## config.mk

```make
export PLATFORM = sky130hd
export DESIGN_NAME = exc_ctl_regs
export DESIGN_NICKNAME = d
export VERILOG_FILES = /design/src/rtl/exc_ctl_pkg.sv /design/src/rtl/exc_mode_stack.sv /design/src/rtl/exc_pending.sv /design/src/rtl/exc_irq_eval.sv /design/src/rtl/exc_ctl_regs.sv
export SDC_FILE = /design/constraint.sdc
export NUM_CORES = 1
export LEC_CHECK = 0
export ABC_AREA = 1
export BUFFER_PORTS_ARGS = -buffer_cell sky130_fd_sc_hd__clkbuf_2
export CORE_MARGIN = 2
export CORE_UTILIZATION = 30
export CTS_BUF_LIST = sky130_fd_sc_hd__clkbuf_4 sky130_fd_sc_hd__clkbuf_8
export DETAILED_ROUTE_END_ITERATION = 8
export PLACE_DENSITY_LB_ADDON = 0.05
export SLEW_MARGIN = 30
export SYNTH_ARGS = -nofsm -noshare
export SYNTH_HDL_FRONTEND = slang
export SYNTH_SLANG_ARGS = --single-unit
```

## constraint.sdc

```tcl
create_clock -name clk -period 2.2 [get_ports clk]
set_input_delay 0.44 -clock clk [delete_from_list [all_inputs] [get_ports clk]]
set_output_delay 0.44 -clock clk [all_outputs]
set_load 0.01 [all_outputs]
```

## src/rtl/exc_ctl_pkg.sv

```systemverilog
package exc_ctl_pkg;

   typedef enum logic [1:0] {
      CREG_STATUS  = 2'd0,
      CREG_CAUSE   = 2'd1,
      CREG_EPC     = 2'd2,
      CREG_BADADDR = 2'd3
   } creg_idx_e;

   typedef enum logic [3:0] {
      XC_EXT_INT   = 4'd0,
      XC_ADDR_LD   = 4'd4,
      XC_ADDR_ST   = 4'd5,
      XC_BUS_FETCH = 4'd6,
      XC_BUS_DATA  = 4'd7,
      XC_SYSCALL   = 4'd8,
      XC_BREAK     = 4'd9,
      XC_RSVD_INSN = 4'd10,
      XC_OVERFLOW  = 4'd12
   } xcode_e;

   localparam int unsigned PAIR_W    = 2;
   localparam int unsigned MASK_LSB  = 8;
   localparam int unsigned PEND_LSB  = 8;
   localparam int unsigned CODE_LSB  = 2;

endpackage

```

## src/rtl/exc_mode_stack.sv

```systemverilog
module exc_mode_stack #(
   parameter int unsigned DEPTH  = 3,
   parameter int unsigned LEVELS = 8
) (
   input  logic                    clk,
   input  logic                    rst_n,
   input  logic                    push,
   input  logic                    pop,
   input  logic                    wr_en,
   input  logic [2*DEPTH-1:0]      wr_stack,
   input  logic [LEVELS-1:0]       wr_mask,
   output logic [2*DEPTH-1:0]      stack_q,
   output logic [LEVELS-1:0]       mask_q
);
   import exc_ctl_pkg::*;

   localparam int unsigned SW = PAIR_W * DEPTH;

   initial begin
      if (DEPTH < 2 || SW > MASK_LSB)
         $fatal(1, "exc_mode_stack: DEPTH must be 2..%0d", MASK_LSB / PAIR_W);
   end

   logic [SW-1:0] stack_d;
   logic [SW-1:0] pushed;
   logic [SW-1:0] popped;

   // push: every pair moves one slot older, fresh pair is kernel/disabled
   assign pushed = {stack_q[SW-PAIR_W-1:0], {PAIR_W{1'b0}}};
   // pop: every pair moves one slot younger, the oldest pair is duplicated
   assign popped = {stack_q[SW-1:SW-PAIR_W], stack_q[SW-1:PAIR_W]};

   always_comb begin
      if (push)
         stack_d = pushed;
      else if (pop)
         stack_d = popped;
      else if (wr_en)
         stack_d = wr_stack;
      else
         stack_d = stack_q;
   end

   always_ff @(posedge clk) begin
      if (!rst_n) begin
         stack_q <= '0;
         mask_q  <= '0;
      end else begin
         stack_q <= stack_d;
         if (wr_en)
            mask_q <= wr_mask;
      end
   end

endmodule

```

## src/rtl/exc_pending.sv

```systemverilog
module exc_pending #(
   parameter int unsigned N_SW = 3,
   parameter int unsigned N_HW = 5
) (
   input  logic                   clk,
   input  logic                   rst_n,
   input  logic                   wr_en,
   input  logic [N_SW+N_HW-1:0]   wr_val,
   input  logic [N_HW-1:0]        hw_irq,
   output logic [N_SW+N_HW-1:0]   pend_q
);
   localparam int unsigned LEVELS = N_SW + N_HW;

   initial begin
      if (N_HW == 0)
         $fatal(1, "exc_pending: at least one hardware level is required");
   end

   for (genvar lv = 0; lv < LEVELS; lv++) begin : g_lvl
      if (lv < N_SW) begin : g_soft
         // software level: plain writable bit
         always_ff @(posedge clk) begin
            if (!rst_n)
               pend_q[lv] <= 1'b0;
            else if (wr_en)
               pend_q[lv] <= wr_val[lv];
         end
      end else begin : g_hard
         // hardware level: sticky set, write-zero-to-clear, set wins
         logic keep;
         assign keep = wr_en ? (pend_q[lv] & wr_val[lv]) : pend_q[lv];
         always_ff @(posedge clk) begin
            if (!rst_n)
               pend_q[lv] <= 1'b0;
            else
               pend_q[lv] <= keep | hw_irq[lv - N_SW];
         end
      end
   end

endmodule

```

## src/rtl/exc_irq_eval.sv

```systemverilog
module exc_irq_eval #(
   parameter int unsigned LEVELS = 8
) (
   input  logic [LEVELS-1:0] pend,
   input  logic [LEVELS-1:0] mask,
   input  logic              cur_en,
   output logic              irq
);
   logic [LEVELS-1:0] live;

   assign live = pend & mask;
   assign irq  = cur_en & (|live);

endmodule

```

## src/rtl/exc_ctl_regs.sv

```systemverilog
module exc_ctl_regs #(
   parameter int unsigned XLEN    = 32,
   parameter int unsigned N_HW    = 5,
   parameter int unsigned N_SW    = 3,
   parameter int unsigned DEPTH   = 3,
   parameter int unsigned CODE_W  = 4,
   parameter int unsigned PC_STEP = 4
) (
   input  logic              clk,
   input  logic              rst_n,
   input  logic              exc_valid,
   input  logic [CODE_W-1:0] exc_code,
   input  logic [XLEN-1:0]   exc_pc,
   input  logic              exc_addr_vld,
   input  logic [XLEN-1:0]   exc_badaddr,
   input  logic              rfe,
   input  logic [N_HW-1:0]   hw_irq,
   input  logic              sw_we,
   input  logic [1:0]        sw_widx,
   input  logic [XLEN-1:0]   sw_wdata,
   input  logic [1:0]        sw_ridx,
   output logic [XLEN-1:0]   sw_rdata,
   output logic              irq_req
);
   import exc_ctl_pkg::*;

   localparam int unsigned LEVELS  = N_SW + N_HW;
   localparam int unsigned STACK_W = PAIR_W * DEPTH;

   initial begin
      if (XLEN < MASK_LSB + LEVELS)
         $fatal(1, "exc_ctl_regs: XLEN too small for %0d levels", LEVELS);
      if (CODE_LSB + CODE_W > PEND_LSB)
         $fatal(1, "exc_ctl_regs: code field overlaps pending field");
   end

   // write decode
   logic wr_status, wr_cause, wr_epc, wr_bad;
   always_comb begin
      wr_status = 1'b0;
      wr_cause  = 1'b0;
      wr_epc    = 1'b0;
      wr_bad    = 1'b0;
      if (sw_we) begin
         unique case (creg_idx_e'(sw_widx))
            CREG_STATUS:  wr_status = 1'b1;
            CREG_CAUSE:   wr_cause  = 1'b1;
            CREG_EPC:     wr_epc    = 1'b1;
            CREG_BADADDR: wr_bad    = 1'b1;
            default: ;
         endcase
      end
   end

   // status: mode stack and mask
   logic [STACK_W-1:0] stack_q;
   logic [LEVELS-1:0]  mask_q;

   exc_mode_stack #(
      .DEPTH  (DEPTH),
      .LEVELS (LEVELS)
   ) u_stack (
      .clk      (clk),
      .rst_n    (rst_n),
      .push     (exc_valid),
      .pop      (rfe),
      .wr_en    (wr_status),
      .wr_stack (sw_wdata[STACK_W-1:0]),
      .wr_mask  (sw_wdata[MASK_LSB +: LEVELS]),
      .stack_q  (stack_q),
      .mask_q   (mask_q)
   );

   // cause: pending levels
   logic [LEVELS-1:0] pend_q;

   exc_pending #(
      .N_SW (N_SW),
      .N_HW (N_HW)
   ) u_pend (
      .clk    (clk),
      .rst_n  (rst_n),
      .wr_en  (wr_cause),
      .wr_val (sw_wdata[PEND_LSB +: LEVELS]),
      .hw_irq (hw_irq),
      .pend_q (pend_q)
   );

   // cause: exception code, exception PC, fault address
   logic [CODE_W-1:0] code_q;
   logic [XLEN-1:0]   epc_q;
   logic [XLEN-1:0]   bad_q;

   always_ff @(posedge clk) begin
      if (!rst_n) begin
         code_q <= '0;
         epc_q  <= '0;
         bad_q  <= '0;
      end else begin
         if (exc_valid)
            code_q <= exc_code;

         if (exc_valid)
            epc_q <= exc_pc - XLEN'(PC_STEP);
         else if (wr_epc)
            epc_q <= sw_wdata;

         if (exc_valid && exc_addr_vld)
            bad_q <= exc_badaddr;
         else if (wr_bad)
            bad_q <= sw_wdata;
      end
   end

   // interrupt request
   exc_irq_eval #(
      .LEVELS (LEVELS)
   ) u_irq (
      .pend   (pend_q),
      .mask   (mask_q),
      .cur_en (stack_q[0]),
      .irq    (irq_req)
   );

   // read mux
   logic [XLEN-1:0] status_word;
   logic [XLEN-1:0] cause_word;

   always_comb begin
      status_word = '0;
      status_word[STACK_W-1:0]      = stack_q;
      status_word[MASK_LSB +: LEVELS] = mask_q;
      cause_word  = '0;
      cause_word[PEND_LSB +: LEVELS]  = pend_q;
      cause_word[CODE_LSB +: CODE_W]  = code_q;
   end

   always_comb begin
      unique case (creg_idx_e'(sw_ridx))
         CREG_STATUS:  sw_rdata = status_word;
         CREG_CAUSE:   sw_rdata = cause_word;
         CREG_EPC:     sw_rdata = epc_q;
         CREG_BADADDR: sw_rdata = bad_q;
         default:      sw_rdata = '0;
      endcase
   end

endmodule

```

* Word level (Yosys, flattened, before mapping) *
Cells that the tools add are included.

storage, ports and cells
  word-level logic and storage cells = 68
  register bits after elaboration = 90

operators by class
  multiplexer cells = 21
  $add $sub $neg = 1
  reduce and logical (&&, ||, !) cells = 11
  equality and inequality tests = 7
  bitwise logic cells = 13

operator list
  kind                     number
  $mux W32                 4
  $pmux W32 S4             1
  $sub A32 B3 Y32 const B  1
  $mux W6                  3
  $mux W1                  13
  $and A8 B8 Y8            1
  $eq A2 B2 Y1 const B     4
  $reduce_bool A2 Y1       4
  $reduce_or A8 Y1         1
  $and A1 B1 Y1            6
  $or A1 B1 Y1             5
  $eq A2 B1 Y1 const B     2
  $logic_not A2 Y1         2
  $reduce_bool A3 Y1       1
  $ne A2 B2 Y1 const B     1
  $reduce_and A2 Y1        1
  $reduce_or A2 Y1         1
  $logic_and A1 B1 Y1      1
  $not A1 Y1               1

* Longest topological paths before layout *
Gate-level depths: netlist of run 1.

  depth after elaboration = 6
  mapped depth = 10

* Hierarchy *
A second synthesis of run 1 with hierarchy kept.

unflattened totals
  cells, all modules = 845
  area, all modules = 5472.7 µm²

modules (own cells, without submodules)
  module          sequential area each (µm²)  instances  area an instance (µm²)  cells an instance
  exc_ctl_regs    1361.3                      1          4460.5                  688
  exc_mode_stack  280.3                       1          634.4                   96
  exc_pending     160.2                       1          316.6                   45
  exc_irq_eval    0.0                         1          61.3                    16

* Least setup slack after synthesis of run 1 *
OpenSTA, ideal clock, no wires.

  path kind = input to output
  from = input port sw_ridx[1]
  to = output port sw_rdata[14]
  slack = 0.500 ns
  arrival = 1.260 ns
  required time = 1.760 ns
  cell stages on the path = 5
  path through = inv_1 > nor2_2 > buf_2 > nand2_1 > a22oi_1

between the ends
  word-level cells in the longest chain between the ends = 2

ends and longest elaborated chain
  item                                        line                 source
  start: declaration                          exc_ctl_regs.sv:21   input logic [1:0] sw_ridx,
  $eq A2 B2 Y1, or another cell as far along  exc_ctl_regs.sv:139  unique case (creg_idx_e'(sw_ridx))
  $pmux W32 S4 *                              exc_ctl_regs.sv:139
  end: declaration                            exc_ctl_regs.sv:22   output logic [XLEN-1:0] sw_rdata,

Mark *: on every way between the ends. The rest lies on a longest branch, timed or not.

* Worst setup path in the final report of run 1 *
  from = register u_pend.pend_q[4]
  to = output port irq_req

between the ends
  word-level cells in the longest chain between the ends = 3

ends and longest elaborated chain
  item                              line                source
  start: declaration                exc_pending.sv:10   output logic [N_SW+N_HW-1:0] pend_q
  start signal: indexed assignment  exc_pending.sv:36   pend_q[lv] <= keep | hw_irq[lv - N_SW];
  $and A8 B8 Y8                     exc_irq_eval.sv:11  assign live = pend & mask;
  $reduce_or A8 Y1                  exc_irq_eval.sv:12  assign irq = cur_en & (|live);
  $and A1 B1 Y1                     exc_irq_eval.sv:12
  end: declaration                  exc_ctl_regs.sv:23  output logic irq_req

Every way passes these cells.

==> results of run 1 <==
cells by family (layout without fill, tap and decap cells):
family	Yosys count	count (layout)	share of synthesized area, %
fa+ha+maj	1	1	0.239
xor+xnor	6	6	1.00
buf+inv	123	270	9.18
simple gates	420	420	32.7
compound gates	192	192	22.5
flops	90	90	34.4
worst max-delay path, stage by stage (launching register included):
cell and delay (ns):
sky130_fd_sc_hd__dfxtp_1 0.33, sky130_fd_sc_hd__a22o_1 0.23, sky130_fd_sc_hd__a221oi_1 0.26, sky130_fd_sc_hd__a21boi_0 0.19
sky130_fd_sc_hd__clkbuf_2 0.16
synthesized netlist by cell type (all sizes together) (2+ instances only):
library cell / instances
nand2: 243
nor2: 99
dfxtp: 90
inv: 80
o21ai: 77
nand3: 64
a31oi: 43
a21oi: 28
clkbuf: 27
buf: 15
a22o: 13
nand4: 9
a221oi: 7
a21boi: 6
a22oi: 4
o221a: 4
xor2: 4
nor3: 3
o22ai: 3
o2111ai: 2
o211ai: 2
xnor2: 2
worst max-delay path by stage:
stage | start | slack, ns | depth (start not counted) | endpoint
finish | u_pend.pend_q[4] | 0.23 | 4 | irq_req
global route | sw_ridx[1] | 0.11 | 6 | sw_rdata[11]
CTS | sw_ridx[1] | 0.21 | 7 | sw_rdata[12]
detailed placement | sw_ridx[1] | 0.22 | 6 | sw_rdata[11]
global placement | sw_ridx[1] | 0.24 | 7 | sw_rdata[12]
floorplan | sw_ridx[1] | 0.50 | 5 | sw_rdata[14]
area by class of cell:
cell class	count	area [um^2]
Sequential cell	90	1800
Tap cell	225	282
Multi-Input combinational cell	619	2950
Clock buffer	12	146
Inverter	81	304
Fill cell	2011	10600
Timing Repair Buffer	173	968
Clock inverter	4	76.3
layer usage:
metal,vias up,track usage [%],routed length (um)
met4,0,5.15,284
met1,2722,30.6,9690
met5,-,0,0
li1,3049,-,-
met2,165,37.9,9600
met3,16,3.99,1050
registers in the layout, indices dropped and copies added, names as in the netlist:
register	count
epc_q	32
u_stack.mask_q	8
u_stack.stack_q	6
bad_q	32
code_q	4
u_pend.pend_q	8
power groups by stage:
| stage | logic, mW | clock network (mW) | registers [mW] |
|---|---|---|---|
| 2_1_floorplan | 0.435 | 0 | 1.83 |
| 3_3_place_gp | 0.797 | 0 | 1.85 |
| 3_5_place_dp | 0.793 | 0 | 1.85 |
| 4_1_cts | 0.798 | 1.33 | 1.81 |
| 5_1_grt | 0.883 | 1.41 | 1.83 |
| 6_report | 0.786 | 1.29 | 1.81 |
per-stage QoR:
stage	worst slack [ns]	hold slack (ns)	area, um^2	util [%]	power [mW]
2_1_floorplan	0.500	0.441	5240	-	2.26
3_3_place_gp	0.243	0.459	6310	36.7	2.65
3_5_place_dp	0.220	0.457	6310	36.7	2.64
4_1_cts	0.215	0.268	6530	38.0	3.94
5_1_grt	0.110	0.272	6530	38.0	4.12
6_report	0.226	0.289	6530	38.0	3.90
==> summary by stage, run 1 <==
Critical path
Data arrives at the worst endpoint at 1.53 ns. The worst setup path is captured at an output pin. The critical register-to-register path endpoint is u_stack.stack_q[3]. The register-to-register setup slack is 1.19 ns. The critical path in this run is classified as reg2out. The required time of the worst setup path is 1.76 ns. The number of cells on the worst reg-to-reg path is 4. The type of element launching the critical path is a flip-flop.

The startpoint identified for the worst register-to-register timing path is u_stack.stack_q[5]. In this run the worst path has a maximum fanout of 3.

Synthesis
The count of state elements after synthesis is 90. The area fraction of the dominant cell type after synthesis is 34.4%. The synthesized design spends more area on one cell type than any other, namely sky130_fd_sc_hd__dfxtp_1. The most used flip-flop cell after synthesis is sky130_fd_sc_hd__dfxtp_1. The synthesized area per cell is 6.29 um^2. The synthesized instance count is 832. The net count after synthesis is 948. Ranked by total cell area, the synthesized netlist is headed by sky130_fd_sc_hd__dfxtp_1, sky130_fd_sc_hd__nand2_1, sky130_fd_sc_hd__nor2_1. The number of synthesis warnings is 0. Counting distinct cell types in the post-synthesis netlist gives 36. The cell area that synthesis handed to floorplanning was 5240 um^2. The number of synthesized flops with an enable pin is 0.

The part of the Yosys area used for sequential elements is 34.4%. The share of async-settable or async-resettable flops after synthesis is 0%.

STA
The worst clock skew on the final layout is 0.00660 ns. The share of the clock period used by the worst path after layout is 89.7%. Setup violations remaining at the end of the flow were counted as 0. The final hold violation count came to 0. The final critical-path required period is 1.97 ns.

For the pin with the worst max-slew slack, the measured transition is 0.624 ns. Setup repair after global routing left no endpoint under its margin. The number of slew-limit violations in the final report is 0. The relative max-transition margin is 58.4%. The achievable frequency is 0.507 GHz. Adding up every negative setup slack in the final design gives 0 ns.

Power and ir drop
The leakage power summed over all cells is 3.09 nW. The part of the power in registers is 46.6%. In this run, the clock network consumes 33.2% of the power. In this run, the combinational gates consume 20.2% of the power. In this run the power spent charging and discharging nets is 1.17 mW. The internal portion of the total power is 2.73 mW. The total power density per cell area is 596 nW/um^2. The maximum vdd ir drop is 0.312 mV.

Net switching is 30.0% of the power.

Clocking
For this design, the sink count on the clock tree is 90. Counting along the longest clock path gives a buffer depth of 2. The number of hold buffers added after CTS was 0. The number of setup buffers added after CTS is 0. The latest clock arrival within the worst-skew pair is 0.36 ns.

TritonCTS built the clock tree. The H-tree was split into 3 levels. Gates resized during post-CTS repair numbered 0. The post-CTS clock slew at the launch and capture registers of the worst setup and hold paths is 0.09 ns. The tree is rooted in a sky130_fd_sc_hd__clkbuf_8. The number of buffers inserted during clock tree synthesis is 9.

Routing
In this run the remaining antenna-violating nets after routing total 0. Dividing the detail-routed wire length by the instance count gives 17.1 um. The number of search-and-repair iterations in the first detailed-routing pass is 5. Summed over all layers, the routed wires come to 20600 um. The number of DRC markers in iteration 0 is 355. The ratio of routed vias to standard cells is 4.94. The DRC violation count after routing is 0. The detailed router placed 5952 vias in this run.

Global routing
The via count of the first global-routing pass came to 5836. The total overflow reported by the global router is 0. The total routing resource utilization after global routing is 22.7%. The wire length of the first global-routing pass is 32100 um. Entering global routing, the biggest net connects 65 pins. The number of antenna violations at the first check in global routing came to 0.

Placement
The global placer's final weighted congestion is 0.855. The count of port buffers added during placement is 147. After legalization and detailed placement, the total HPWL measured 15700 um. The total instance count after detailed placement is 1188.

Die
Measured along the x axis, the die boundary spans 136 um. For this configuration, the core starts out at a cell density of 30.5%. The die boundary height is 136 um. 148 I/O pins were placed.

The standard cell core area is 17200 um^2. The initialized floorplan defines 48 standard-cell rows. The area of the die is 18500 um^2.

Finish
The ratio of cells with drive above 1 in the final layout is 20.4%. Leaving out filler cells and counting taps, the final layout contains 1204. The number of antenna diodes in the final layout is 0. The area growth from synthesis to layout is 24.8%. The number of nets in the layout is 1090. In the layout the commonest cells are sky130_fd_sc_hd__nand2_1, sky130_fd_sc_hd__clkbuf_2, sky130_fd_sc_hd__nor2_1. The most common cell after layout, fill and taps aside is sky130_fd_sc_hd__nand2_1.

Min path
The path type of the worst min-delay path is in2reg. The sink of the worst hold path is code_q[0]. The hold path startpoint is exc_code[0]. The cell count of the worst hold path is 3.

Job
Max-cap violations in this run came to 0.

Outcome
The run finished with clean final reports.
(Power assumes the default switching activity.)
==> run 2: changes to the inputs <==
--- a/config.mk
+++ b/config.mk
@@ -12,7 +12,6 @@
 export CTS_BUF_LIST = sky130_fd_sc_hd__clkbuf_4 sky130_fd_sc_hd__clkbuf_8
 export DETAILED_ROUTE_END_ITERATION = 8
 export PLACE_DENSITY_LB_ADDON = 0.05
-export SLEW_MARGIN = 30
 export SYNTH_ARGS = -nofsm -noshare
 export SYNTH_HDL_FRONTEND = slang
 export SYNTH_SLANG_ARGS = --single-unit
==> constraint.sdc (replaced) <==
create_clock -name clk -period 1.65 [get_ports clk]
set_input_delay 0.33 -clock clk [delete_from_list [all_inputs] [get_ports clk]]
set_output_delay 0.33 -clock clk [all_outputs]
set_load 0.01 [all_outputs]
==> run 2 against run 1 <==
The flow now finishes with violations (negative setup slack). Global-route usage increased by 0.50 points. Routed wire length up 1.6%. Cell area up 7.9%. Setup slack worse by 0.33 ns. Hold slack got worse by 0.12 ns. Clock skew rose by 0.0044 ns. Sequential share of layout area decreased by 2.0 points. Critical path type unchanged.
==> summary by stage, run 2 (synthesis gave the netlist of run 1 again) <==
Critical path
STA classifies the critical path startpoint as a flip-flop. The largest single stage delay on the critical path is 0.33 ns. Walking the worst path, the cells encountered are a22o_1, a221oi_2, a21boi_1, clkbuf_2. The required time of the worst setup path is 1.32 ns.

Data arrives at the worst endpoint at 1.43 ns. The master of the slowest instance on the critical path is sky130_fd_sc_hd__dfxtp_2. The largest fanout on the critical path is 2. The critical setup path kind is reg2out. STA classifies the critical path endpoint as an output pin.

Global routing
The first global-routing pass estimated 32900 um of wire. The via count of the first global-routing pass is 5977. The number of antenna violations at the first check in global routing is 1. Entering global routing, the biggest net connects 45 pins. The total overflow reported by the global router is 0. Global routing used 23.2% of the available tracks.

Die
The row count is 48. The starting density of the core is 30.5%. The area of the die is 18500 um^2.

The floorplan step defined a core boundary enclosing 17200 um^2. The die boundary height is 136 um. Measured along the x axis, the die boundary spans 136 um. The I/O pin total is 148.

Finish
Across the whole layout, storage elements account for 1810 um^2. The library cells used most frequently in the layout, excluding fill and tap cells, are sky130_fd_sc_hd__nand2_1, sky130_fd_sc_hd__clkbuf_2, sky130_fd_sc_hd__nor2_1. In the final layout, the multi-input gates occupy 3000 um^2.

The number of nets in the layout is 1141. Cells with a size suffix above 1 make up 25.2% of the layout. The most common cell after layout, fill and taps aside is sky130_fd_sc_hd__nand2_1. The finished layout holds 1255 standard cells, fillers aside.

Relative to the synthesized area, the layout overhead comes to 34.6%. In the final layout, the registers with the most flip-flops are bad_q x32, epc_q x32. The final antenna diode count is 0. After filler insertion, the fill cell instance count of the layout stands at 1949.

Placement
Counting tap cells, the placed design contains a total of 1237 instances. The global placer's final weighted congestion is 0.843. After legalization and detailed placement, the total HPWL measured 16300 um. The count of port buffers added during placement is 147.

STA
Setup violations remaining at the end of the flow were counted as 1. Static timing analysis puts the maximum clock frequency at 0.569 GHz. Setup repair after global routing could not meet its margin everywhere. The clock arrives with 0.0110 ns of skew. For the pin with the worst max-slew slack, the measured transition is 0.479 ns. The relative max-transition margin is 68.1%. The number of slew-limit violations in the final report is 0.

The final hold violation count is 0. Setup slack on the critical path of the routed design comes to -0.108 ns. The post-route worst hold slack is 0.164 ns. The share of the clock period used by the worst path after layout is 107%.

Subtracting the final worst setup slack from the clock period gives 1.76 ns.

Clocking
For the worst-skew pair, the clock arrives at the later sink with an insertion delay of 0.38 ns. Clock-pin slew was measured on the worst setup and hold paths at 0.09 ns. Counting along the longest clock path gives a buffer depth of 2. Counting the buffers created by CTS gives 9. The H-tree depth is 3. The clock root buffer is sky130_fd_sc_hd__clkbuf_8. The CTS tree is yes. The number of hold buffers added after cts is 0. CTS saw 90 sinks.

Routing
After detailed routing, the number of vias per cell comes to 4.86. The detailed-route wire length is 21000 um. In this run the remaining antenna-violating nets after routing total 0.

After detailed routing, the average wire length per cell comes to 16.7 um. For this run, design rule violations remaining after detail routing come to 0. Summing over every cut layer, the via total after detailed routing is 6104. For this block, the initial DRC count from the detailed router was 316.

The first TritonRoute pass finished after 5 iterations.

Power and ir drop
The sum of internal, switching and leakage power is 5.37 mW. For this design the ratio of total power to cell area is 762 nW/um^2. The leakage power summed over all cells is 3.38 nW. VDD sags by at most 0.422 mV.

Job
The max capacitance violation total is 0.

Outcome
The checks that failed: negative setup slack. The flow ran to the end, but the final reports show violations.

Min path
The worst hold path belongs to the class in2reg.
==> run 2: cell types whose count changed in the layout (fill, tap and decap cells not counted), moves of 2 or more <==
cell                       delta
sky130_fd_sc_hd__dfxtp_2      +3
sky130_fd_sc_hd__clkbuf_8     +2
sky130_fd_sc_hd__dfxtp_1      -3
sky130_fd_sc_hd__clkbuf_4     -2
sky130_fd_sc_hd__buf_6        +5
sky130_fd_sc_hd__buf_4       +42
sky130_fd_sc_hd__a221oi_1     -5
sky130_fd_sc_hd__a221oi_2     +4
sky130_fd_sc_hd__buf_12       +4
==> run 2: area by class of cell <==
| class | instances | area share, % |
|---|---|---|
| multi-input combinational | 619 | 42.6 |
| sequential | 90 | 25.6 |
| timing repair buffer | 224 | 20.2 |
| inverter | 81 | 4.32 |
| tap | 225 | 4.00 |
| clock buffer | 12 | 2.26 |
| clock inverter | 4 | 1.05 |
==> run 2: path summary, 6_finish.rpt <==
path | from | end | slack (ns) | cells past startpoint
hold reg to reg | epc_q[6] | epc_q[6] | 0.47 | 2
setup / recovery | u_stack.mask_q[4] | irq_req | -0.11 | 4
setup reg to reg | u_stack.stack_q[4] | u_stack.stack_q[2] | 0.70 | 4
hold / removal | hw_irq[1] | u_pend.pend_q[4] | 0.16 | 3
==> run 2: metal layers <==
metal | track usage [%] | routed length, um | vias to the layer above
met1 | 31.1 | 9910 | 2775
li1 | - | - | 3156
met5 | 0 | 13 | -
met2 | 38.7 | 9740 | 150
met4 | 4.86 | 280 | 2
met3 | 4.55 | 1020 | 21
==> run 2: report_power, final <==
| group | switching, mW | internal [mW] |
|---|---|---|
| combinational | 0.676 | 0.489 |
| clock | 0.826 | 0.954 |
| sequential | 0.0938 | 2.33 |
| total | 1.60 | 3.77 |
==> run 2: what timing repair did <==
action / in CTS / in global routing
setup endpoints to repair: 5 / 28
gates resized for setup: 7 / 11
setup buffers: 2 / 0
pin swaps: 2 / 1
==> run 2: stage by stage <==
step | setup WS, ns | cell area, um^2 | util, % | TNS (ns)
final | -0.108 | 7050 | 41.0 | -0.108
after detailed placement | -0.0918 | 6730 | 39.2 | -0.225
after global placement | -0.0521 | 6730 | 39.2 | -0.170
after CTS | -0.135 | 7000 | 40.8 | -0.146
after floorplan | 0.170 | 5240 | - | 0
after global routing | -0.174 | 7050 | 41.0 | -0.174
==> run 2: worst max-delay path: cells and delay by family (launching register included) <==
kind                   cells  cell delay (ns)
buffers and inverters      1             0.14
DFF                        1             0.33
AOI/OAI and AO/OA          3             0.58
